`config.mk`:
```
export PLATFORM = sky130hd
export DESIGN_NAME = secded_codec
export DESIGN_NICKNAME = d
export VERILOG_FILES = /design/src/rtl/secded_pkg.sv /design/src/rtl/secded_encoder.sv /design/src/rtl/secded_syndrome.sv /design/src/rtl/secded_fix.sv /design/src/rtl/secded_codec.sv
export SDC_FILE = /design/constraint.sdc
export NUM_CORES = 1
export LEC_CHECK = 0
export ABC_AREA = 1
export BUFFER_PORTS_ARGS = -buffer_cell sky130_fd_sc_hd__buf_2
export CAP_MARGIN = 20
export CORE_MARGIN = 4
export CORE_UTILIZATION = 30
export DETAILED_ROUTE_END_ITERATION = 7
export GPL_TIMING_DRIVEN = 1
export HOLD_SLACK_MARGIN = 0.02
export SYNTH_ARGS = -nofsm -noshare
export SYNTH_HDL_FRONTEND = slang
export SYNTH_SLANG_ARGS = --single-unit
```
`constraint.sdc`:
```
create_clock -name clk -period 2.3 [get_ports clk]
set_input_delay 0.345 -clock clk [delete_from_list [all_inputs] [get_ports clk]]
set_output_delay 0.345 -clock clk [all_outputs]
set_load 0.1 [all_outputs]
```
`src/rtl/secded_pkg.sv`:
```
package secded_pkg;

  // Smallest check-bit count h such that dw + h + 1 <= 2^h.
  function automatic int chk_width(input int dw);
    for (int h = 1; h < 31; h++) begin
      if ((dw + h + 1) <= (1 << h)) return h;
    end
    return 31;
  endfunction

  function automatic bit is_pow2(input int p);
    return (p > 0) && ((p & (p - 1)) == 0);
  endfunction

  // Codeword position (1-based) of data bit i: i-th non-power-of-two index.
  function automatic int data_pos(input int i);
    int cnt;
    cnt = 0;
    for (int p = 1; p < 65536; p++) begin
      if (!is_pow2(p)) begin
        if (cnt == i) return p;
        cnt++;
      end
    end
    return 0;
  endfunction

  typedef enum logic [1:0] {
    CLS_CLEAN  = 2'd0,
    CLS_SINGLE = 2'd1,
    CLS_DOUBLE = 2'd2
  } err_class_e;

endpackage

```
`src/rtl/secded_encoder.sv`:
```
module secded_encoder #(
  parameter int DATA_W = 64,
  parameter int CHK_W  = 7,
  localparam int WORD_W = DATA_W + CHK_W + 1
) (
  input  logic [DATA_W-1:0] data_i,
  output logic [WORD_W-1:0] word_o
);

  // Mask of data positions covered by check bit k (index bit k set).
  function automatic logic [WORD_W-1:0] cover_mask(input int k);
    logic [WORD_W-1:0] m;
    m = '0;
    for (int p = 1; p < WORD_W; p++) begin
      if (!secded_pkg::is_pow2(p) && ((p >> k) & 1) == 1) m[p] = 1'b1;
    end
    return m;
  endfunction

  logic [WORD_W-1:0] placed;  // data only, zeros elsewhere
  logic [WORD_W-1:0] body;    // data plus check bits, bit 0 zero

  assign placed[0] = 1'b0;
  assign body[0]   = 1'b0;

  for (genvar i = 0; i < DATA_W; i++) begin : g_place
    localparam int POS = secded_pkg::data_pos(i);
    assign placed[POS] = data_i[i];
    assign body[POS]   = data_i[i];
  end

  for (genvar k = 0; k < CHK_W; k++) begin : g_check
    localparam int POS = 1 << k;
    assign placed[POS] = 1'b0;
    assign body[POS]   = ^(placed & cover_mask(k));
  end

  assign word_o = {body[WORD_W-1:1], ^body};

endmodule

```
`src/rtl/secded_syndrome.sv`:
```
module secded_syndrome #(
  parameter int DATA_W = 64,
  parameter int CHK_W  = 7,
  localparam int WORD_W = DATA_W + CHK_W + 1
) (
  input  logic [WORD_W-1:0] word_i,
  output logic [CHK_W-1:0]  syn_o,
  output logic              perr_o,
  output logic [DATA_W-1:0] data_raw_o
);

  // All positions (data and check) whose index has bit k set; XOR over
  // them equals stored check bit k XOR the recomputed one.
  function automatic logic [WORD_W-1:0] pos_mask(input int k);
    logic [WORD_W-1:0] m;
    m = '0;
    for (int p = 1; p < WORD_W; p++) begin
      if (((p >> k) & 1) == 1) m[p] = 1'b1;
    end
    return m;
  endfunction

  for (genvar k = 0; k < CHK_W; k++) begin : g_syn
    assign syn_o[k] = ^(word_i & pos_mask(k));
  end

  for (genvar i = 0; i < DATA_W; i++) begin : g_pick
    assign data_raw_o[i] = word_i[secded_pkg::data_pos(i)];
  end

  assign perr_o = ^word_i;

endmodule

```
`src/rtl/secded_fix.sv`:
```
module secded_fix #(
  parameter int DATA_W = 64,
  parameter int CHK_W  = 7,
  localparam int LAST_POS = DATA_W + CHK_W
) (
  input  logic [DATA_W-1:0]          data_raw_i,
  input  logic [CHK_W-1:0]           syn_i,
  input  logic                       perr_i,
  input  logic                       fix_en_i,
  output logic [DATA_W-1:0]          data_o,
  output secded_pkg::err_class_e     cls_o
);

  logic do_fix;

  always_comb begin
    if (syn_i == '0 && !perr_i) begin
      cls_o = secded_pkg::CLS_CLEAN;
    end else if (perr_i && (syn_i <= CHK_W'(LAST_POS))) begin
      cls_o = secded_pkg::CLS_SINGLE;
    end else begin
      cls_o = secded_pkg::CLS_DOUBLE;
    end
  end

  assign do_fix = fix_en_i && (cls_o == secded_pkg::CLS_SINGLE);

  for (genvar i = 0; i < DATA_W; i++) begin : g_flip
    localparam int POS = secded_pkg::data_pos(i);
    assign data_o[i] = data_raw_i[i] ^ (do_fix && (syn_i == CHK_W'(POS)));
  end

endmodule

```
`src/rtl/secded_codec.sv`:
```
module secded_codec #(
  parameter int DATA_W  = 64,
  parameter bit REG_OUT = 1'b1,
  localparam int CHK_W  = secded_pkg::chk_width(DATA_W),
  localparam int WORD_W = DATA_W + CHK_W + 1
) (
  input  logic              clk,
  input  logic              rst_n,
  input  logic [DATA_W-1:0] enc_data,
  output logic [WORD_W-1:0] enc_word,
  input  logic              dec_in_valid,
  input  logic [WORD_W-1:0] dec_word,
  input  logic              dec_fix_en,
  output logic              dec_out_valid,
  output logic [DATA_W-1:0] dec_data,
  output logic [CHK_W-1:0]  dec_syndrome,
  output logic              dec_single,
  output logic              dec_double
);

  logic [CHK_W-1:0]       syn_c;
  logic                   perr_c;
  logic [DATA_W-1:0]      raw_c;
  logic [DATA_W-1:0]      data_c;
  secded_pkg::err_class_e cls_c;
  logic                   single_c;
  logic                   double_c;

  secded_encoder #(.DATA_W(DATA_W), .CHK_W(CHK_W)) u_enc (
    .data_i (enc_data),
    .word_o (enc_word)
  );

  secded_syndrome #(.DATA_W(DATA_W), .CHK_W(CHK_W)) u_syn (
    .word_i     (dec_word),
    .syn_o      (syn_c),
    .perr_o     (perr_c),
    .data_raw_o (raw_c)
  );

  secded_fix #(.DATA_W(DATA_W), .CHK_W(CHK_W)) u_fix (
    .data_raw_i (raw_c),
    .syn_i      (syn_c),
    .perr_i     (perr_c),
    .fix_en_i   (dec_fix_en),
    .data_o     (data_c),
    .cls_o      (cls_c)
  );

  assign single_c = dec_in_valid && (cls_c == secded_pkg::CLS_SINGLE);
  assign double_c = dec_in_valid && (cls_c == secded_pkg::CLS_DOUBLE);

  if (REG_OUT) begin : g_reg
    always_ff @(posedge clk or negedge rst_n) begin
      if (!rst_n) begin
        dec_out_valid <= 1'b0;
        dec_data      <= '0;
        dec_syndrome  <= '0;
        dec_single    <= 1'b0;
        dec_double    <= 1'b0;
      end else begin
        dec_out_valid <= dec_in_valid;
        dec_data      <= data_c;
        dec_syndrome  <= syn_c;
        dec_single    <= single_c;
        dec_double    <= double_c;
      end
    end
  end else begin : g_comb
    assign dec_out_valid = dec_in_valid;
    assign dec_data      = data_c;
    assign dec_syndrome  = syn_c;
    assign dec_single    = single_c;
    assign dec_double    = double_c;
  end

endmodule

```
==> metrics.csv, run 1 <==
metric;value;unit
Worst-path clk slew;0.06;ns
max-cap violation count;0;
Die ar.;33200;sq um
Peak Freq;412;MHz
# DRC;0;
core area;29800;sq um
routed vias/inst;4.57;
LEAKAGE;8.38;nW
num ports;286;
Synth Cell Area;9090;sq um
TritonCTS clock tree;built;
Combinational Power Share;72.5;%
Worst VDD drop;1150;uV
Yosys top cell area share;43.5;%
status;finished with violations;
relative slew slack;56.3;%
CTS root buf;clkbuf_16;
P_sw;5.89;mW
EDFF count, synth;0;
fin util;49.1;%
crit path max fanout;3;
failing checks;negative setup slack;
clock sink count;74;
Net Sw Frac;53.7;%
Die Ht;182;microns
Hold Path Class;input pin to async pin;
Fin. Hold Viols;0;
Yosys cell types;21;
Synth async-reset ratio;100;%
DRT iter0 DRCs;609;
initial antenna violation count;4;
gr usage total;18.5;%
Detailed Routing Iterations Pass 1;5;
Final WS setup;-0.128;ns
Mapped Nets;1854;
area grow syn2layout;61.0;%
top-count cell post-synth;nand2_1;
vias in the first global route;10361;
total number of vias;11675;
crit end category;output pin;
synth warn;0;
Mean Syn Cell Area;5.31;sq um
routed length per placed instance;14.0;microns
H-tree Lvls;3;
final hold slack;0.0348;ns
slew at the pin with the worst max-slew slack;0.656;ns
total gr overflow;0;
Seq/Total Area, Yosys;20.4;%
Yosys reg bits;74;
Die X;182;microns
# nets final;2298;
post-detailed-routing wire length;35700;microns
Pwr per Cell Area;749;nW/um^2
sequential share of power;13.2;%
CP startpoint kind;input pin;
crit path time final;2.43;ns
Max Root-Sink Buffers;2;
fin crit share;106;%
CTS Hold Bufs;0;
WS Path Type;input pin to output pin;
GPL Wtd Cong;0.914;
Power Internal;5.08;mW
initial core utilization;30.5;%
I/O Buffers;285;
Clk pwr share;14.3;%
WP data arrival;2.08;ns
Max Transition Viols Final;0;
Site Rows;63;
leading area contributor after synthesis;nand2_1;
RSZ-0062 raised after global routing;true;
layout cells sized above 1;40.7;%
first-pass GRT wire length;49600;microns
largest net degree at the start of global routing;67;
Syn Inst Count;1714;
CTS buffer count;9;
WP data required;1.96;ns
synth top area cells;nand2_1 44%, dfrtp_1 20%, inv_1 7.0%, buf_4 6.3%, nand3_1 6.1%;
Post-synth top cells;1055 x nand2_1, 170 x inv_1, 111 x nand3_1, 76 x buf_4, 74 x dfrtp_1;
Main synth FF type;dfrtp_1;
Tot Pwr;11.0;mW
pre-CTS setup slack;-0.372;ns
DP Wirelength;26400;microns
Crit. Startpoint;enc_data[1];
Routed Antenna Nets;0;
Finish-stage setup viols;10;
==> through the flow <==
| step | area (sq um) | setup TNS, ns | instances |
|---|---|---|---|
| after floorplan | 9200 | -0.917 | 1714 |
| after global placement | 12300 | -16.71 | 2511 |
| after detailed placement | 12300 | -19.68 | 2511 |
| after CTS | 12900 | -0.121 | 2528 |
| after global routing | 14600 | -9.52 | 2555 |
| final | 14600 | -0.174 | 2555 |
==> repair_timing <==
item / CTS / global route
resized for setup: 85 / 368
pin swaps: 31 / 87
setup endpoints to repair: 6 / 70
buffers inserted: 2 / 13
cloned: 0 / 15
hold endpoints to repair: 0 / 0
==> cell usage in the layout (no fill, tap or decap), types with 2 or more instances in the layout <==
cell type and instances:
nand2_1 901, buf_2 239, buf_4 227, nand2_2 145, inv_1 126, nand3_1 91
dfrtp_1 74, inv_2 43, xnor2_1 31, xor2_1 27, nor2_2 22, nand3_2 21
nor2_1 20, nor3_4 18, clkbuf_16 18, buf_6 17, buf_12 17, xnor2_2 16
nor3_2 14, xor2_2 13, xnor2_4 12, nor2_4 12, clkbuf_4 9, nand2_4 8
buf_8 7, xor2_4 6, nand3b_1 5, inv_4 4, nor3_1 4, diode_2 3
clkinvlp_4 2, bufinv_16 2, buf_16 2
==> cell families after synthesis <==
logic type | Yosys count | share of synthesized area (%)
buffers and inverters | 268 | 14.5
XOR/XNOR | 105 | 10.4
AO/OA/AOI/OAI | 2 | 0.110
AND/OR/NAND/NOR | 1265 | 54.7
flip-flops | 74 | 20.4
==> routing by layer <==
| layer | wire (microns) | vias up | global-route usage (%) |
|---|---|---|---|
| met1 | 13900 | 5174 | 21.7 |
| met5 | 0 | - | 0 |
| met3 | 2820 | 85 | 3.53 |
| met4 | 1350 | 0 | 5.94 |
| li1 | - | 5957 | - |
| met2 | 17600 | 459 | 33.7 |
==> path summary, 6_finish.rpt <==
path	to	slack (ns)	cells past startpoint
max	enc_word[0]	-0.13	17
max in group asynchronous	dec_data[45]	1.65	2
min in group clk	dec_out_valid	0.14	1
min	dec_data[16]	0.03	1
==> power groups by stage <==
stage | Clock, mW | Combinational (mW) | Sequential [mW]
2_1_floorplan | 0 | 3.41 | 2.31
3_3_place_gp | 0 | 6.38 | 1.48
3_5_place_dp | 0 | 6.44 | 1.48
4_1_cts | 1.60 | 6.61 | 1.45
5_1_grt | 1.66 | 8.39 | 1.46
6_report | 1.56 | 7.96 | 1.45
==> cell type report <==
class                      instances  area, sq um
timing repair buffer             527         3880
sequential                        74         1850
clock buffer                      11          243
multi-input combinational       1372         7420
fill                            2971        15200
tap                              390          488
inverter                         174          667
antenna                            3         7.51
clock inverter                     4         76.3
==> flip-flops by register name, summed over array words and instances (netlist names) <==
name,flops
dec_syndrome,7
dec_double,1
dec_single,1
dec_data,64
dec_out_valid,1
==> worst max-delay path, stage by stage <==
cell	delay (ns)
buf_2	0.12
nand2_2	0.13
nand2_8	0.08
xor2_2	0.19
buf_4	0.13
nand3_2	0.09
nand2_1	0.09
nand2_2	0.07
inv_1	0.04
nor2_2	0.12
nand3_2	0.09
nand3_1	0.09
nand2_2	0.08
nand2_2	0.07
inv_2	0.04
nor2_4	0.11
buf_12	0.18
Power figures use the tool's default switching activity.
==> inputs of run 2 (changes only) <==
ABC_AREA = 0   (was 1)
CTS_BUF_LIST = sky130_fd_sc_hd__clkbuf_8   (was default)
==> metrics.csv, run 2 <==
metric;value;unit
largest net degree at the start of global routing;39;
Placed Cells;1225;
top-count cell post-synth;xnor2_1;
Crit. Startpoint;enc_data[6];
most frequent cells in the layout;253 x buf_2, 176 x xnor2_1, 172 x buf_4;
gr usage total;18.5;%
# DRC;0;
Synth async-reset ratio;100;%
WP data arrival;2.35;ns
synth top area cells;xnor2_1 39%, dfrtp_1 31%, buf_4 8.4%, xor2_1 5.8%, nand3_1 5.7%;
synth warn;0;
post-detailed-routing wire length;21400;microns
Multi-input gate area;5200;sq um
failing checks;negative setup slack;
CP Buf/Inv Count;2;
Die X;149;microns
# nets final;1139;
Seq/Total Area, Yosys;30.9;%
cells along the critical path;buf_12, xnor2_4, xor2_1, xnor3_2, xnor3_2, xnor2_4, xnor2_4, xnor2_4, buf_12;
WS Path Type;input pin to output pin;
max-cap violation count;0;
initial antenna violation count;0;
fin cells;1268;
crit path time final;2.69;ns
Peak Freq;372;MHz
Reg with most FFs;dec_data;
Yosys top cell area share;39.2;%
area grow syn2layout;86.2;%
Levels on crit path;9;
Max Transition Viols Final;0;
RSZ-0062 raised after global routing;true;
clock sink count;74;
Site Rows;51;
Syn Inst Count;576;
Yosys reg bits;74;
core area;19500;sq um
GPL Wtd Cong;0.854;
crit path max fanout;3;
Worst Setup EP;enc_word[0];
layout cells sized above 1;69.9;%
Final WS setup;-0.391;ns
n_diodes;0;
Largest regs;dec_data: 64 flops, dec_syndrome: 7 flops;
first-pass GRT wire length;31700;microns
Detailed Routing Iterations Pass 1;5;
total gr overflow;0;
Routed Antenna Nets;0;
Hold Path Class;input pin to register;
max reg flops;64;
Mean Syn Cell Area;10.4;sq um
WP data required;1.96;ns
DP Wirelength;17000;microns
DRT iter0 DRCs;223;
initial core utilization;30.7;%
Post-synth top cells;268 x xnor2_1, 74 x dfrtp_1, 68 x nand3_1, 67 x buf_4, 40 x xor2_1;
total number of vias;5413;
CP dominant cell by count;xnor2_4;
Main synth FF type;dfrtp_1;
CTS buffer count;9;
Worst-path clk slew;0.08;ns
routed length per placed instance;16.9;microns
Fillers;1671;
Finish-stage setup viols;44;
TritonCTS clock tree;built;
Max Root-Sink Buffers;2;
fin crit share;117;%
routed vias/inst;4.27;
most common cell after layout, fill and taps aside;buf_2;
slowest CP cell;xnor3_2;
I/O Buffers;285;
Fin. Hold Viols;0;
CTS root buf;clkbuf_8;
vias in the first global route;5758;
peak per-stage delay on the critical path;0.43;ns
status;finished with violations;
CP startpoint kind;input pin;
leading area contributor after synthesis;xnor2_1;
sequential cell area;1850;sq um
Yosys cell types;33;
Mapped Nets;716;
EDFF count, synth;0;
Die ar.;22300;sq um
slew at the pin with the worst max-slew slack;0.511;ns
num ports;286;
Fin Setup TNS;-3.10;ns
relative slew slack;65.9;%
H-tree Lvls;3;
Synth Cell Area;5990;sq um
Die Ht;149;microns
Top delay family on crit path;XOR/XNOR gates;
crit end category;output pin;
-- run 2: cell count changes in the layout (fill, tap and decap cells not counted), moves of 21 or more --
cell     change
xnor2_1    +145
nand3_2     +26
nor2_2      -21
nand3_1     -80
inv_1      -125
nand2_2    -145
buf_4       -55
nand2_1    -898
xnor2_2     +59
inv_2       -42
-- run 2: worst min-delay path by stage --
stage / cells after the start / startpoint / to / slack (ns)
2_1_floorplan: 0 / rst_n / dec_data[0] / 0.05
6_report: 1 / dec_in_valid / dec_out_valid / 0.12
3_5_place_dp: 1 / rst_n / dec_data[29] / 0.35
5_1_grt: 1 / dec_in_valid / dec_out_valid / 0.11
3_3_place_gp: 1 / rst_n / dec_data[29] / 0.35
4_1_cts: 1 / dec_in_valid / dec_out_valid / 0.09
-- run 2: kinds of logic after synthesis --
group                  count (synthesis)  synth area share (%)
AO/OA/AOI/OAI                         12                  2.00
multiplexers                           3                 0.564
flip-flops                            74                  30.9
AND/OR/NAND/NOR                       86                  7.50
buffers and inverters                 80                  9.52
XOR/XNOR                             321                  49.5
-- run 2: stage by stage --
step	setup WS, ns	hold WS (ns)	util [%]	instance area, sq um
floorplan	-0.928	0.0494	-	6850
global placement	-0.561	0.347	49.1	9600
detailed placement	-0.552	0.353	49.1	9600
CTS	-0.403	0.0881	53.4	10400
global route	-0.481	0.107	57.1	11200
finish	-0.391	0.118	57.1	11200
-- run 2: area by class of cell --
class	instances	area share, %
Clock buffer	11	1.36
Multi-Input combinational cell	422	46.6
Clock inverter	4	0.247
Timing Repair Buffer	490	32.1
Tap cell	265	2.97
Inverter	2	0.0673
Sequential cell	74	16.6
-- run 2: routing by layer --
metal  routed length (microns)  track usage (%)  up-vias
met1                      8720             22.9     2601
li1                          -                -     2610
met2                     11300             33.9      180
met3                      1100             2.80       22
met4                       275             4.03        0
met5                         0                0        -
-- run 2: repair_timing --
action                                  4_1_cts  5_1_grt
resized for setup                            77      103
endpoints found under the setup margin       71       72
hold buffers                                  1        0
pin swaps                                    51       55
buffers inserted                             15       17
endpoints found under the hold margin        37        0
gates cloned                                  2        3
Power of run 2 is left out: the tool's default activity adds up to more than one toggle a clock period on the data nets, which glitch-free logic cannot reach.
==> inputs of run 3 (changes only) <==
CORE_ASPECT_RATIO = 1.1   (was default)
==> metrics.csv, run 3 (synthesis gave the netlist of run 2 again) <==
metric;value;unit
# DRC;0;
crit path time final;2.70;ns
cells along the critical path;buf_8, xor2_4, buf_6, xnor3_1, xnor3_2, xnor2_4, xnor2_4, xnor2_4, buf_12;
final instance area;11800;sq um
TritonCTS clock tree;built;
Fin. Hold Viols;0;
Die ar.;22300;sq um
max reg flops;64;
peak per-stage delay on the critical path;0.44;ns
layout cells sized above 1;73.4;%
DRT iter0 DRCs;175;
Worst-path clk slew;0.08;ns
WP data required;1.96;ns
core area;19400;sq um
Finish-stage setup viols;50;
CTS buffer count;9;
DP Wirelength;16900;microns
Peak Freq;371;MHz
status;finished with violations;
Die X;143;microns
slew at the pin with the worst max-slew slack;0.547;ns
Max Root-Sink Buffers;2;
Die Ht;156;microns
# nets final;1154;
max-cap violation count;0;
Reg with most FFs;dec_data;
num ports;286;
I/O Buffers;285;
first-pass GRT wire length;31500;microns
Final WS setup;-0.397;ns
crit path max fanout;2;
crit end category;output pin;
CP dominant cell by count;xnor2_4;
CTS root buf;clkbuf_8;
clock sink count;74;
Detailed Routing Iterations Pass 1;4;
vias in the first global route;5734;
post-detailed-routing wire length;22000;microns
WP data arrival;2.35;ns
gr usage total;18.3;%
total number of vias;5523;
relative slew slack;63.8;%
CP startpoint kind;input pin;
area grow syn2layout;97.0;%
Hold Path Class;input pin to register;
fin util;61.0;%
Routed Antenna Nets;0;
GPL Wtd Cong;0.845;
total gr overflow;0;
fin crit share;117;%
routed length per placed instance;17.4;microns
initial core utilization;30.9;%
H-tree Lvls;3;
Max Transition Viols Final;0;
failing checks;negative setup slack;
Largest regs;dec_data: 64 flops, dec_syndrome: 7 flops;
routed vias/inst;4.36;
DP Area;9580;sq um
slowest CP cell;xnor3_2;
Site Rows;53;
initial antenna violation count;3;
WS Path Type;input pin to output pin;
RSZ-0062 raised after global routing;true;
n_diodes;0;
most common cell after layout, fill and taps aside;buf_2;
most frequent cells in the layout;234 x buf_2, 187 x buf_4, 154 x xnor2_1;
largest net degree at the start of global routing;40;
run 3: cell types whose count changed in the layout (fill, tap and decap cells not counted), moves of 4 or more:
cell     before  now
buf_8         5   10
buf_6        30   50
nand3_1      11    6
buf_12       25   21
nand3_4      10   24
buf_4       172  187
nand3_2      47   38
xnor2_4      20   32
buf_2       253  234
xnor2_2      75   85
xnor2_1     176  154
run 3: layout make-up:
| class | count | area [sq um] |
|---|---|---|
| inverter | 2 | 7.51 |
| multi-input combinational | 423 | 5700 |
| fill | 1542 | 7560 |
| tap | 247 | 309 |
| timing repair buffer | 504 | 3740 |
| clock inverter | 5 | 37.5 |
| sequential | 74 | 1850 |
| clock buffer | 11 | 151 |
run 3: final timing paths:
kind,from,endpoint,slack (ns),cells past startpoint
worst max-delay path,enc_data[40],enc_word[0],-0.40,9
worst min-delay path,dec_in_valid,dec_out_valid,0.13,1
max in group asynchronous,rst_n,dec_data[4],1.22,3
min in group asynchronous,rst_n,dec_syndrome[1],0.49,2
run 3: metal layers:
| layer | up-vias | global-route usage, % | wire (microns) |
|---|---|---|---|
| met3 | 27 | 3.85 | 1430 |
| li1 | 2654 | - | - |
| met1 | 2634 | 22.5 | 8230 |
| met4 | 6 | 3.30 | 317 |
| met5 | - | 0 | 41 |
| met2 | 202 | 33.1 | 12000 |
run 3: stage by stage:
stage	hold slack, ns	setup TNS, ns	worst slack [ns]	instances
global placement	0.352	-32.83	-0.565	1210
global route	0.102	-5.88	-0.470	1266
finish	0.127	-2.94	-0.397	1266
detailed placement	0.358	-32.61	-0.547	1210
CTS	0.112	-1.36	-0.445	1250
floorplan	0.0494	-11.40	-0.928	576
run 3: critical path: cells and delay by family:
family / cells / cell delay [ns]
xor+xnor: 6 / 1.58
buf+inv: 3 / 0.41
run 3: repair_timing:
| item | 4_1_cts | 5_1_grt |
|---|---|---|
| gates resized for setup | 136 | 149 |
| hold buffers | 1 | 0 |
| gates cloned | 1 | 2 |
| setup endpoints to repair | 71 | 73 |
| pin swaps | 78 | 76 |
| buffers inserted | 26 | 21 |
| endpoints found under the hold margin | 38 | 0 |
Power of run 3 is left out for the same reason.
